<file path="src/rtl/hostRegPkg.sv">
package hostRegPkg;

  localparam int WIN_W  = 5;
  localparam int CHAN_W = 3;

  localparam logic [WIN_W-1:0] PAGE_OFS    = 5'h1E;
  localparam logic [WIN_W-1:0] SAVE_LO_OFS = 5'h10;
  localparam logic [WIN_W-1:0] SAVE_HI_OFS = 5'h11;
  localparam logic [WIN_W-1:0] WDOG_LO_OFS = 5'h00;
  localparam logic [WIN_W-1:0] WDOG_HI_OFS = 5'h01;
  localparam logic [WIN_W-1:0] SRST_OFS    = 5'h04;

  localparam logic [1:0] PG_ANGLE = 2'd0;
  localparam logic [1:0] PG_CTRL  = 2'd1;
  localparam logic [1:0] PG_MIRR  = 2'd2;

  localparam logic [15:0] SAVE_KEY    = 16'h5555;
  localparam logic [15:0] RESTORE_KEY = 16'hAAAA;

  typedef enum logic [3:0] {
    SEL_NONE, SEL_PAGE, SEL_SAVE_LO, SEL_SAVE_HI, SEL_WDOG_LO,
    SEL_WDOG_HI, SEL_SRST, SEL_MIR_LO, SEL_MIR_HI
  } rdSel_e;

  typedef struct packed {
    logic              angleHiWr;
    logic              angleLoWr;
    logic              saveHiWr;
    logic              saveLoWr;
    logic              wdogHiWr;
    logic              wdogLoWr;
    logic              srstWr;
    logic              mirHiRd;
    logic              mirLoRd;
    logic [CHAN_W-1:0] chan;
    rdSel_e            rdSel;
  } regStrobe_t;

endpackage

</file>
<file path="src/rtl/hostRegCtrl.sv">
module hostRegCtrl
  import hostRegPkg::*;
#(
  parameter int ADDR_W = 10,
  parameter int NUM_CH = 8
) (
  input  logic                    clk,
  input  logic                    rstN,
  input  logic [ADDR_W-WIN_W-1:0] baseSel,
  input  logic [ADDR_W-1:0]       hostAddr,
  input  logic                    hostWr,
  input  logic                    hostRd,
  input  logic [1:0]              pageData,
  output regStrobe_t              strb,
  output logic [1:0]              page
);

  localparam logic [WIN_W-1:0] CH_SPAN = WIN_W'(2 * NUM_CH);

  logic [WIN_W-1:0] offs;
  logic             hit;
  logic             pageWr;

  assign offs = hostAddr[WIN_W-1:0];
  assign hit  = (hostAddr[ADDR_W-1:WIN_W] == baseSel);

  always_comb begin
    strb   = '0;
    strb.rdSel = SEL_NONE;
    pageWr = 1'b0;
    if (hit) begin
      if (offs == PAGE_OFS) begin
        pageWr = hostWr;
        if (hostRd) strb.rdSel = SEL_PAGE;
      end else begin
        case (page)
          PG_ANGLE: begin
            if (offs < CH_SPAN) begin
              strb.chan      = offs[CHAN_W:1];
              strb.angleHiWr = hostWr & offs[0];
              strb.angleLoWr = hostWr & ~offs[0];
            end
          end
          PG_CTRL: begin
            if (offs == SAVE_LO_OFS) begin
              strb.saveLoWr = hostWr;
              if (hostRd) strb.rdSel = SEL_SAVE_LO;
            end else if (offs == SAVE_HI_OFS) begin
              strb.saveHiWr = hostWr;
              if (hostRd) strb.rdSel = SEL_SAVE_HI;
            end else if (offs == WDOG_LO_OFS) begin
              strb.wdogLoWr = hostWr;
              if (hostRd) strb.rdSel = SEL_WDOG_LO;
            end else if (offs == WDOG_HI_OFS) begin
              strb.wdogHiWr = hostWr;
              if (hostRd) strb.rdSel = SEL_WDOG_HI;
            end else if (offs == SRST_OFS) begin
              strb.srstWr = hostWr;
              if (hostRd) strb.rdSel = SEL_SRST;
            end
          end
          PG_MIRR: begin
            if (offs < CH_SPAN) begin
              strb.chan    = offs[CHAN_W:1];
              strb.mirHiRd = hostRd & offs[0];
              strb.mirLoRd = hostRd & ~offs[0];
              if (hostRd) strb.rdSel = offs[0] ? SEL_MIR_HI : SEL_MIR_LO;
            end
          end
          default: ;
        endcase
      end
    end
  end

  always_ff @(posedge clk or negedge rstN) begin
    if (!rstN)       page <= PG_ANGLE;
    else if (pageWr) page <= pageData;
  end

  // the page follows a write at offset 1Eh
  assert_page_load_R2: assert property (@(posedge clk) disable iff (!rstN)
    pageWr |=> (page == $past(pageData)));

  // an access outside the window never moves the page
  assert_miss_page_R1: assert property (@(posedge clk) disable iff (!rstN)
    (hostAddr[ADDR_W-1:WIN_W] != baseSel) |=> $stable(page));

  // an access outside the window raises no strobe
  assert_miss_quiet_R1: assert property (@(posedge clk) disable iff (!rstN)
    (hostAddr[ADDR_W-1:WIN_W] != baseSel) |->
      !(strb.angleLoWr || strb.saveLoWr || strb.wdogLoWr || strb.srstWr || strb.mirHiRd));

endmodule

</file>
<file path="src/rtl/hostRegData.sv">
module hostRegData
  import hostRegPkg::*;
#(
  parameter int NUM_CH     = 8,
  parameter int WDOG_DELAY = 25000
) (
  input  logic                  clk,
  input  logic                  rstN,
  input  regStrobe_t            strb,
  input  logic [7:0]            wrData,
  input  logic [1:0]            page,
  input  logic [16*NUM_CH-1:0]  wrapIn,
  input  logic                  saveDone,
  output logic [7:0]            rdData,
  output logic [16*NUM_CH-1:0]  angleOut,
  output logic                  saveReq,
  output logic                  restoreReq,
  output logic                  softReset
);

  localparam int WD_CNT_W = $clog2(WDOG_DELAY + 1);

  logic [15:0]        wrapArr [NUM_CH];

  logic [7:0]         saveStage;
  logic [15:0]        saveReg;
  logic               saveBusy;
  logic [15:0]        saveCmd;

  logic [7:0]         wdogStage;
  logic [15:0]        wdogCode;
  logic [WD_CNT_W-1:0] wdogCnt;
  logic               wdogPend;

  logic [7:0]         holdLo;
  logic [CHAN_W-1:0]  holdCh;
  logic               holdValid;
  logic               holdHit;

  // ---------------- per-channel angle staging ----------------
  for (genvar k = 0; k < NUM_CH; k++) begin : g_chan
    logic [7:0]  hiStage;
    logic [15:0] angleReg;
    always_ff @(posedge clk or negedge rstN) begin
      if (!rstN) begin
        hiStage  <= '0;
        angleReg <= '0;
      end else if (strb.chan == CHAN_W'(k)) begin
        if (strb.angleHiWr) hiStage  <= wrData;
        if (strb.angleLoWr) angleReg <= {hiStage, wrData};
      end
    end
    assign angleOut[16*k +: 16] = angleReg;
    assign wrapArr[k]           = wrapIn[16*k +: 16];
  end

  // ---------------- save / restore command ----------------
  assign saveBusy = (saveReg != 16'h0000);
  assign saveCmd  = {saveStage, wrData};

  always_ff @(posedge clk or negedge rstN) begin
    if (!rstN) begin
      saveStage  <= '0;
      saveReg    <= '0;
      saveReq    <= 1'b0;
      restoreReq <= 1'b0;
    end else begin
      saveReq    <= 1'b0;
      restoreReq <= 1'b0;
      if (strb.saveHiWr) saveStage <= wrData;
      if (saveBusy) begin
        if (saveDone) saveReg <= 16'h0000;
      end else if (strb.saveLoWr) begin
        if (saveCmd == SAVE_KEY) begin
          saveReg <= saveCmd;
          saveReq <= 1'b1;
        end else if (saveCmd == RESTORE_KEY) begin
          saveReg    <= saveCmd;
          restoreReq <= 1'b1;
        end
      end
    end
  end

  // ---------------- watchdog inversion ----------------
  always_ff @(posedge clk or negedge rstN) begin
    if (!rstN) begin
      wdogStage <= '0;
      wdogCode  <= '0;
      wdogCnt   <= '0;
      wdogPend  <= 1'b0;
    end else begin
      if (strb.wdogHiWr) wdogStage <= wrData;
      if (strb.wdogLoWr) begin
        wdogCode <= {wdogStage, wrData};
        wdogCnt  <= WD_CNT_W'(WDOG_DELAY);
        wdogPend <= 1'b1;
      end else if (wdogPend) begin
        if (wdogCnt == WD_CNT_W'(1)) begin
          wdogCode <= ~wdogCode;
          wdogPend <= 1'b0;
        end else begin
          wdogCnt <= wdogCnt - WD_CNT_W'(1);
        end
      end
    end
  end

  // ---------------- soft reset level ----------------
  always_ff @(posedge clk or negedge rstN) begin
    if (!rstN)            softReset <= 1'b0;
    else if (strb.srstWr) softReset <= wrData[0];
  end

  // ---------------- measured angle read freeze ----------------
  assign holdHit = holdValid && (holdCh == strb.chan);

  always_ff @(posedge clk or negedge rstN) begin
    if (!rstN) begin
      holdLo    <= '0;
      holdCh    <= '0;
      holdValid <= 1'b0;
    end else if (strb.mirHiRd) begin
      holdLo    <= wrapArr[strb.chan][7:0];
      holdCh    <= strb.chan;
      holdValid <= 1'b1;
    end else if (strb.mirLoRd && holdHit) begin
      holdValid <= 1'b0;
    end
  end

  // ---------------- read mux ----------------
  always_comb begin
    case (strb.rdSel)
      SEL_PAGE:    rdData = {6'b0, page};
      SEL_SAVE_LO: rdData = saveReg[7:0];
      SEL_SAVE_HI: rdData = saveReg[15:8];
      SEL_WDOG_LO: rdData = wdogCode[7:0];
      SEL_WDOG_HI: rdData = wdogCode[15:8];
      SEL_SRST:    rdData = {7'b0, softReset};
      SEL_MIR_HI:  rdData = wrapArr[strb.chan][15:8];
      SEL_MIR_LO:  rdData = holdHit ? holdLo : wrapArr[strb.chan][7:0];
      default:     rdData = 8'h00;
    endcase
  end

  // angles move only on a low-byte write
  assert_angle_hold_R3: assert property (@(posedge clk) disable iff (!rstN)
    !strb.angleLoWr |=> $stable(angleOut));

  // completion clears the command register
  assert_save_clear_R5: assert property (@(posedge clk) disable iff (!rstN)
    (saveDone && saveBusy) |=> (saveReg == 16'h0000));

  // the two requests never coincide
  assert_req_excl_R5: assert property (@(posedge clk) disable iff (!rstN)
    !(saveReq && restoreReq));

  // no request while an operation runs
  assert_busy_ignore_R6: assert property (@(posedge clk) disable iff (!rstN)
    (saveBusy && !saveDone) |=> !(saveReq || restoreReq) && $stable(saveReg));

  // the code inverts when the delay expires
  assert_wdog_invert_R7: assert property (@(posedge clk) disable iff (!rstN)
    (wdogPend && (wdogCnt == WD_CNT_W'(1)) && !strb.wdogLoWr) |=>
      (wdogCode == ~$past(wdogCode)));

  // the reset level holds between writes
  assert_srst_level_R8: assert property (@(posedge clk) disable iff (!rstN)
    !strb.srstWr |=> $stable(softReset));

endmodule

</file>
<file path="src/rtl/hostRegWindow.sv">
module hostRegWindow
  import hostRegPkg::*;
#(
  parameter int ADDR_W     = 10,
  parameter int NUM_CH     = 8,
  parameter int WDOG_DELAY = 25000
) (
  input  logic                    clk,
  input  logic                    rstN,
  input  logic [ADDR_W-WIN_W-1:0] baseSel,
  input  logic [ADDR_W-1:0]       hostAddr,
  input  logic                    hostWr,
  input  logic                    hostRd,
  input  logic [7:0]              hostWrData,
  output logic [7:0]              hostRdData,
  input  logic [16*NUM_CH-1:0]    wrapIn,
  output logic [16*NUM_CH-1:0]    angleOut,
  output logic                    saveReq,
  output logic                    restoreReq,
  input  logic                    saveDone,
  output logic                    softReset
);

  regStrobe_t strb;
  logic [1:0] page;

  hostRegCtrl #(
    .ADDR_W (ADDR_W),
    .NUM_CH (NUM_CH)
  ) u_ctrl (
    .clk      (clk),
    .rstN     (rstN),
    .baseSel  (baseSel),
    .hostAddr (hostAddr),
    .hostWr   (hostWr),
    .hostRd   (hostRd),
    .pageData (hostWrData[1:0]),
    .strb     (strb),
    .page     (page)
  );

  hostRegData #(
    .NUM_CH     (NUM_CH),
    .WDOG_DELAY (WDOG_DELAY)
  ) u_data (
    .clk        (clk),
    .rstN       (rstN),
    .strb       (strb),
    .wrData     (hostWrData),
    .page       (page),
    .wrapIn     (wrapIn),
    .saveDone   (saveDone),
    .rdData     (hostRdData),
    .angleOut   (angleOut),
    .saveReq    (saveReq),
    .restoreReq (restoreReq),
    .softReset  (softReset)
  );

endmodule

</file>
<file path="config.mk">
export PLATFORM = sky130hd
export DESIGN_NAME = hostRegWindow
export DESIGN_NICKNAME = d
export VERILOG_FILES = /design/src/rtl/hostRegPkg.sv /design/src/rtl/hostRegCtrl.sv /design/src/rtl/hostRegData.sv /design/src/rtl/hostRegWindow.sv
export SDC_FILE = /design/constraint.sdc
export NUM_CORES = 1
export LEC_CHECK = 0
export ABC_CLOCK_PERIOD_IN_PS = 3400
export BUFFER_PORTS_ARGS = -buffer_cell sky130_fd_sc_hd__buf_2
export CAP_MARGIN = 20
export CORE_MARGIN = 2
export CORE_UTILIZATION = 49
export CTS_CLUSTER_SIZE = 20
export DETAILED_ROUTE_END_ITERATION = 16
export PLACE_DENSITY = 0.77
export SYNTH_ARGS = -nofsm -noshare
export SYNTH_HDL_FRONTEND = slang
export SYNTH_HIERARCHICAL = 1
export SYNTH_SLANG_ARGS = --single-unit
</file>
<file path="constraint.sdc">
create_clock -name clk -period 3.4 [get_ports clk]
set_input_delay 0.51 -clock clk [delete_from_list [all_inputs] [get_ports clk]]
set_output_delay 0.51 -clock clk [all_outputs]
set_load 0.02 [all_outputs]
</file>
After elaboration in Yosys (flattened, before gate mapping) --
Index checks and enable logic that the tools add are counted.
Operators by class: reductions and logical operators 30, bitwise logic cells 7, muxes and demuxes 65, $add $sub $neg 1, $lt $le $gt $ge 2, eq/ne operators 29
Operator list (number):
- $mux 16 | 11
- $pmux 8 s8 | 1
- $bmux 16 s3 | 1
- $mux 15 | 3
- $reduce_and 2->1 | 18
- $mux 4 | 7
- $mux 1 | 24
- $mux 3 | 7
- $eq 16x15->1 const B | 1
- $eq 16x16->1 const B | 1
- $eq 4x3->1 const B | 4
- $not 16->16 | 1
- $reduce_bool 16->1 | 1
- $eq 15x1->1 const B | 1
- $eq 5x5->1 const B | 3
- $sub 15x1->15 const B | 1
- $eq 3x3->1 const B | 4
- $mux 12 | 1
- $mux 2 | 5
- $mux 9 | 1
- $eq 4x2->1 const B | 2
- $mux 8 | 1
- $pmux 4 s2 | 1
- $reduce_bool 2->1 | 4
- other kinds (24) | 30
Word-level totals: flip-flop bits (word level) 273, logic and storage cells 163

Logic depth before layout (Yosys ltp) --
depth in word-level cells 15, depth in mapped cells 12, depth with buffers taken out 10

Modules after synthesis --
Netlist, hierarchy kept.
By module, submodules not included:
- hostRegData | seq. area each 6781.5 sq um, area each 12291.8 sq um, cells an instance 951, instances 1
- hostRegCtrl | seq. area each 50.0 sq um, area each 427.9 sq um, cells an instance 60, instances 1

Worst setup path before layout --
OpenSTA, ideal clock, no wires.
kind input to output, start in baseSel[0], end out hostRdData[6], arrival 3000 ps, stages 10, setup slack -110 ps, data required time 2890 ps, buffers on the path 3, path through xor2_1 -> nor3_4 -> nand2_2 -> nor4b_1 -> clkbuf_1 -> buf_2 -> buf_1 -> mux4_2 -> a22oi_1 -> nand3_1
RTL lines:
- from (decl) | line hostRegWindow.sv:10 | input logic [ADDR_W-WIN_W-1:0] baseSel,
- to (decl) | line hostRegWindow.sv:15 | output logic [7:0] hostRdData,

==> impl_summary.txt <==
----------------------------------------------------
[Status]
  Status ... complete, but fails checks
  Violations in the final reports ... setup timing

[Logic synthesis]
  Most numerous cell types in the synthesized netlist ... sky130_fd_sc_hd__dfrtp_1, sky130_fd_sc_hd__mux2_2, sky130_fd_sc_hd__clkbuf_1
  Warning count from the yosys run ... 6
  Count of cell types in the netlist ... 61
  Area leader, netlist ... sky130_fd_sc_hd__dfrtp_1
  Mapped Avg Cell Area ... 12.6 sq um
  Leading post-synthesis cells by cell area ... sky130_fd_sc_hd__dfrtp_1, sky130_fd_sc_hd__mux2_2, sky130_fd_sc_hd__mux2i_1
  Xor/xnor cell area share of the yosys netlist ... 0.620%
  Yosys top cell area share ... 53.7%
  Fraction of synthesized area in multiplexers ... 25.7%
  Largest family of logic cells by synthesized area ... multiplexers
  Share of synthesized cell area in full adder, half adder and majority cells ... 0.492%
  EDFF count, synth ... 0
  Cell count after synthesis ... 1,011
  Flip-flop and latch count after synthesis ... 273
  Sequential share of the synthesized area ... 53.7%
  Library cell with the highest instance count after synthesis ... sky130_fd_sc_hd__dfrtp_1
  Ys flop type ... sky130_fd_sc_hd__dfrtp_1
  Number of nets produced by synthesis ... 1,172
  Share of synthesized cell area in and, or, nand and nor gates ... 9.75%
  Post-synth ARST share ... 100%
  Post-synthesis instance area ... 12,700 sq um
  Share of the synthesized area in compound gates (AO/OA/AOI/OAI) ... 6.46%

[Route]
  Vias after detailed routing ... 9,724
  DR pass1 iterations ... 8
  DRC violations left ... 0
  Remaining antenna violation count after routing ... 0
  Post-DR vias/cell ... 5.72
  First-iteration detailed-routing DRC count ... 613
  Average wire length per cell after detail routing ... 21.1 um
  Aggregate routed wire length ... 35,900 um

[Power]
  Maximum ir drop on the vdd rail ... 0.000451 V
  Leakage power of the design ... 8.15 nW
  Pwr Density ... 420 nW/um^2

[Final layout]
  Layout Nets ... 1,510
  Multi-input gate area in the final layout ... 5790 sq um
  Post-layout instance count excluding filler cells ... 1,700
  Layout cells sized above 1 ... 53.4%
  Relative area change from synthesis to final layout ... 29.4%
  Total non-filler cell area in the finished layout ... 16,500 sq um
  Flip-flop and latch area ... 6830 sq um
  Fill cell instance count of the final layout ... 1,889

[Clocking]
  Number of buffers added by the clock tree synthesis step ... 28
  CTS sink cnt ... 273
  Worst-skew pair later-pin latency ... 0.53 ns
  Root Driver ... sky130_fd_sc_hd__clkbuf_16
  Clock input transition at the sequential cells of the worst setup and hold paths ... 0.06 ns
  Clock Tree Buf Depth ... 3
  H-tree depth reported by CTS ... 1
  TritonCTS clock tree ... yes

[Worst setup path]
  Cell type group with the largest total delay on the critical path ... simple AND/OR/NAND/NOR gates
  Dominant cell type by count on the critical path ... sky130_fd_sc_hd__buf_4
  Kind of start point of the critical path ... input pin
  Peak fanout along the critical path ... 8
  Critical path required time ... 2.89 ns
  Worst-path cell with the longest stage delay ... sky130_fd_sc_hd__mux4_2
  Number of buffers and inverters on the critical path ... 4
  Critical path endpoint category ... output port
  Startpoint-to-endpoint class of the critical path ... in -> out
  Max incr delay on CP ... 0.49 ns
  Cell breakdown of the critical path ... buf_2, xor2_1, nor3_4, nand2_2, buf_4, nor4b_2, buf_4, mux4_2, and3_1, nor4_2, nand3_1, buf_6
  Arrival time worst endpoint ... 3.06 ns

[Die]
  Width of the die ... 165 um
  Starting utilization of the core area ... 50.2%
  Chip Height ... 165 um
  I/O pin count ... 295
  Row count ... 58
  Core footprint ... 25,300 sq um
  Full die area ... 27,300 sq um

[STA]
  Pin slew with the least headroom to its limit ... 0.857 ns
  Post-route setup slack ... -0.172 ns
  Final setup viols ... 8
  Min Clock Period, post-route ... 3.57 ns
  Final-layout setup total negative slack ... -1.05 ns
  Achievable clock frequency ... 280 MHz
  Endpoints failing hold ... 0
  Min Hold Slack ... 0.0302 ns
  Total count of max-transition violations in the final report ... 0
  Final worst path period share ... 105%
  Final setup skew ... 0.00843 ns
  Setup repair after global routing missed its margin ... yes
  Max-slew headroom ... 42.9%

[Placement]
  Placed Area ... 15,100 sq um
  Weighted congestion at the end of routability-driven global placement ... 0.966
  Placed Cells ... 1,643
  Placement-stage worst setup slack ... -0.152 ns
  Buffers on Ports ... 294
  Post-detail-place hpwl ... 24,200 um

[Flow run]
  Number of maximum-capacitance constraint violations ... 0

[GRT]
  Number of antenna violations at the first check in global routing ... 0
  Grt ovf ... 0
  Via count of the first global-routing pass ... 10,000
  GRT Util Overall ... 26.1%
  Pin count of the biggest net entering global routing ... 114
  First-pass GRT wire length ... 55,000 um

[Min path]
  Class of the most critical hold timing path ... in -> async

----------------------------------------------------
## registers in the layout, indices dropped and copies added, names as in the netlist, 8 cells and up
name and count:
u_data/holdLo 8, u_data/wdogCode 16, u_data/saveStage 8, u_data/g_chan.hiStage 64, u_data/saveReg 16, u_data/g_chan.angleReg 128
u_data/wdogStage 8, u_data/wdogCnt 15
## final timing paths
| check | startpoint | endpoint | slack [ns] | depth (start not counted) |
|---|---|---|---|---|
| hold / removal | rstN | u_data/g_chan[1].angleReg[14] | 0.03 | 1 |
| setup / recovery | baseSel[3] | hostRdData[0] | -0.17 | 12 |
| setup reg to reg | u_ctrl/page[1] | u_data/g_chan[0].hiStage[2] | 0.50 | 10 |
| max in group asynchronous | rstN | u_data/g_chan[4].angleReg[12] | 2.52 | 2 |
| min in group clk | saveDone | u_data/saveReg[1] | 0.29 | 2 |
| hold reg to reg | u_data/g_chan[3].hiStage[6] | u_data/g_chan[3].angleReg[14] | 0.50 | 1 |
## cell families after synthesis
family	count (synthesis)
AOI/OAI and AO/OA	127
xor gates and xnor gates	9
adders and majority gates	5
buffers and inverters	102
DFF	273
muxes	285
and+or+nand+nor	210
## report_power, final
part	leakage, nW	total (W)	internal, W	switching, W
combinational	4.05	0.000415	0.000168	0.000247
clock	0.475	0.00319	0.00195	0.00125
sequential	3.63	0.00330	0.00328	0.0000183
## cells in the final DEF (no fill, tap or decap), types with 10 or more instances in the layout
master and count:
sky130_fd_sc_hd__o22ai_1 13, sky130_fd_sc_hd__dfrtp_1 273, sky130_fd_sc_hd__a31oi_1 20, sky130_fd_sc_hd__nand4_1 10, sky130_fd_sc_hd__mux2i_1 44, sky130_fd_sc_hd__buf_12 11
sky130_fd_sc_hd__nand2_1 13, sky130_fd_sc_hd__nor2_1 41, sky130_fd_sc_hd__mux4_2 11, sky130_fd_sc_hd__nand3_1 31, sky130_fd_sc_hd__clkbuf_16 29, sky130_fd_sc_hd__buf_2 285
sky130_fd_sc_hd__nor4_1 10, sky130_fd_sc_hd__mux2_2 223, sky130_fd_sc_hd__buf_6 10, sky130_fd_sc_hd__or3_1 19, sky130_fd_sc_hd__buf_4 76, sky130_fd_sc_hd__or4_1 10
sky130_fd_sc_hd__inv_1 24, sky130_fd_sc_hd__o21ai_0 30
## through the flow
stage          utilization, %  power, W
4_1_cts                  64.8   0.00697
5_1_grt                  65.0   0.00716
3_5_place_dp             59.5   0.00376
3_3_place_gp             59.5   0.00375
6_report                 65.0   0.00691
2_1_floorplan               -   0.00350
## layout make-up
| cell class | count | share of cell area, % |
|---|---|---|
| sequential | 273 | 41.5 |
| multi-input combinational | 636 | 35.1 |
| timing repair buffer | 384 | 14.3 |
| clock buffer | 37 | 4.83 |
| tap | 330 | 2.51 |
| clock inverter | 13 | 1.08 |
| inverter | 26 | 0.593 |
| antenna | 1 | 0.0152 |
## metal layers
metal | track usage [%] | part of all wire [%] | routed length (um) | vias to the layer above
li1 | - | - | - | 4395
met1 | 31.7 | 39 | 14100 | 4846
met2 | 45.4 | 49 | 17700 | 401
met3 | 6.04 | 7.8 | 2810 | 82
met4 | 9.49 | 3.4 | 1200 | 0
met5 | 0 | 0 | 0 | -
## worst reg2reg max path, cell delays in order (launching register included)
cell,delay (ns)
sky130_fd_sc_hd__dfrtp_1,0.39
sky130_fd_sc_hd__buf_4,0.15
sky130_fd_sc_hd__ha_4,0.16
sky130_fd_sc_hd__nor2_2,0.18
sky130_fd_sc_hd__nor4b_2,0.07
sky130_fd_sc_hd__buf_4,0.16
sky130_fd_sc_hd__buf_12,0.13
sky130_fd_sc_hd__buf_4,0.18
sky130_fd_sc_hd__or2_2,0.39
sky130_fd_sc_hd__nor2_1,0.57
sky130_fd_sc_hd__mux2_2,0.42
## repair_timing
| item | CTS | global route |
|---|---|---|
| endpoints found under the hold margin | 0 | 0 |
| pin swaps | 18 | 4 |
| buffers inserted | 5 | 2 |
| setup endpoints to repair | 8 | 8 |
| hold buffers | 0 | 0 |
| cloned | 1 | 0 |
| resized for setup | 72 | 10 |
No activity file was read; power rests on OpenSTA's default activity.
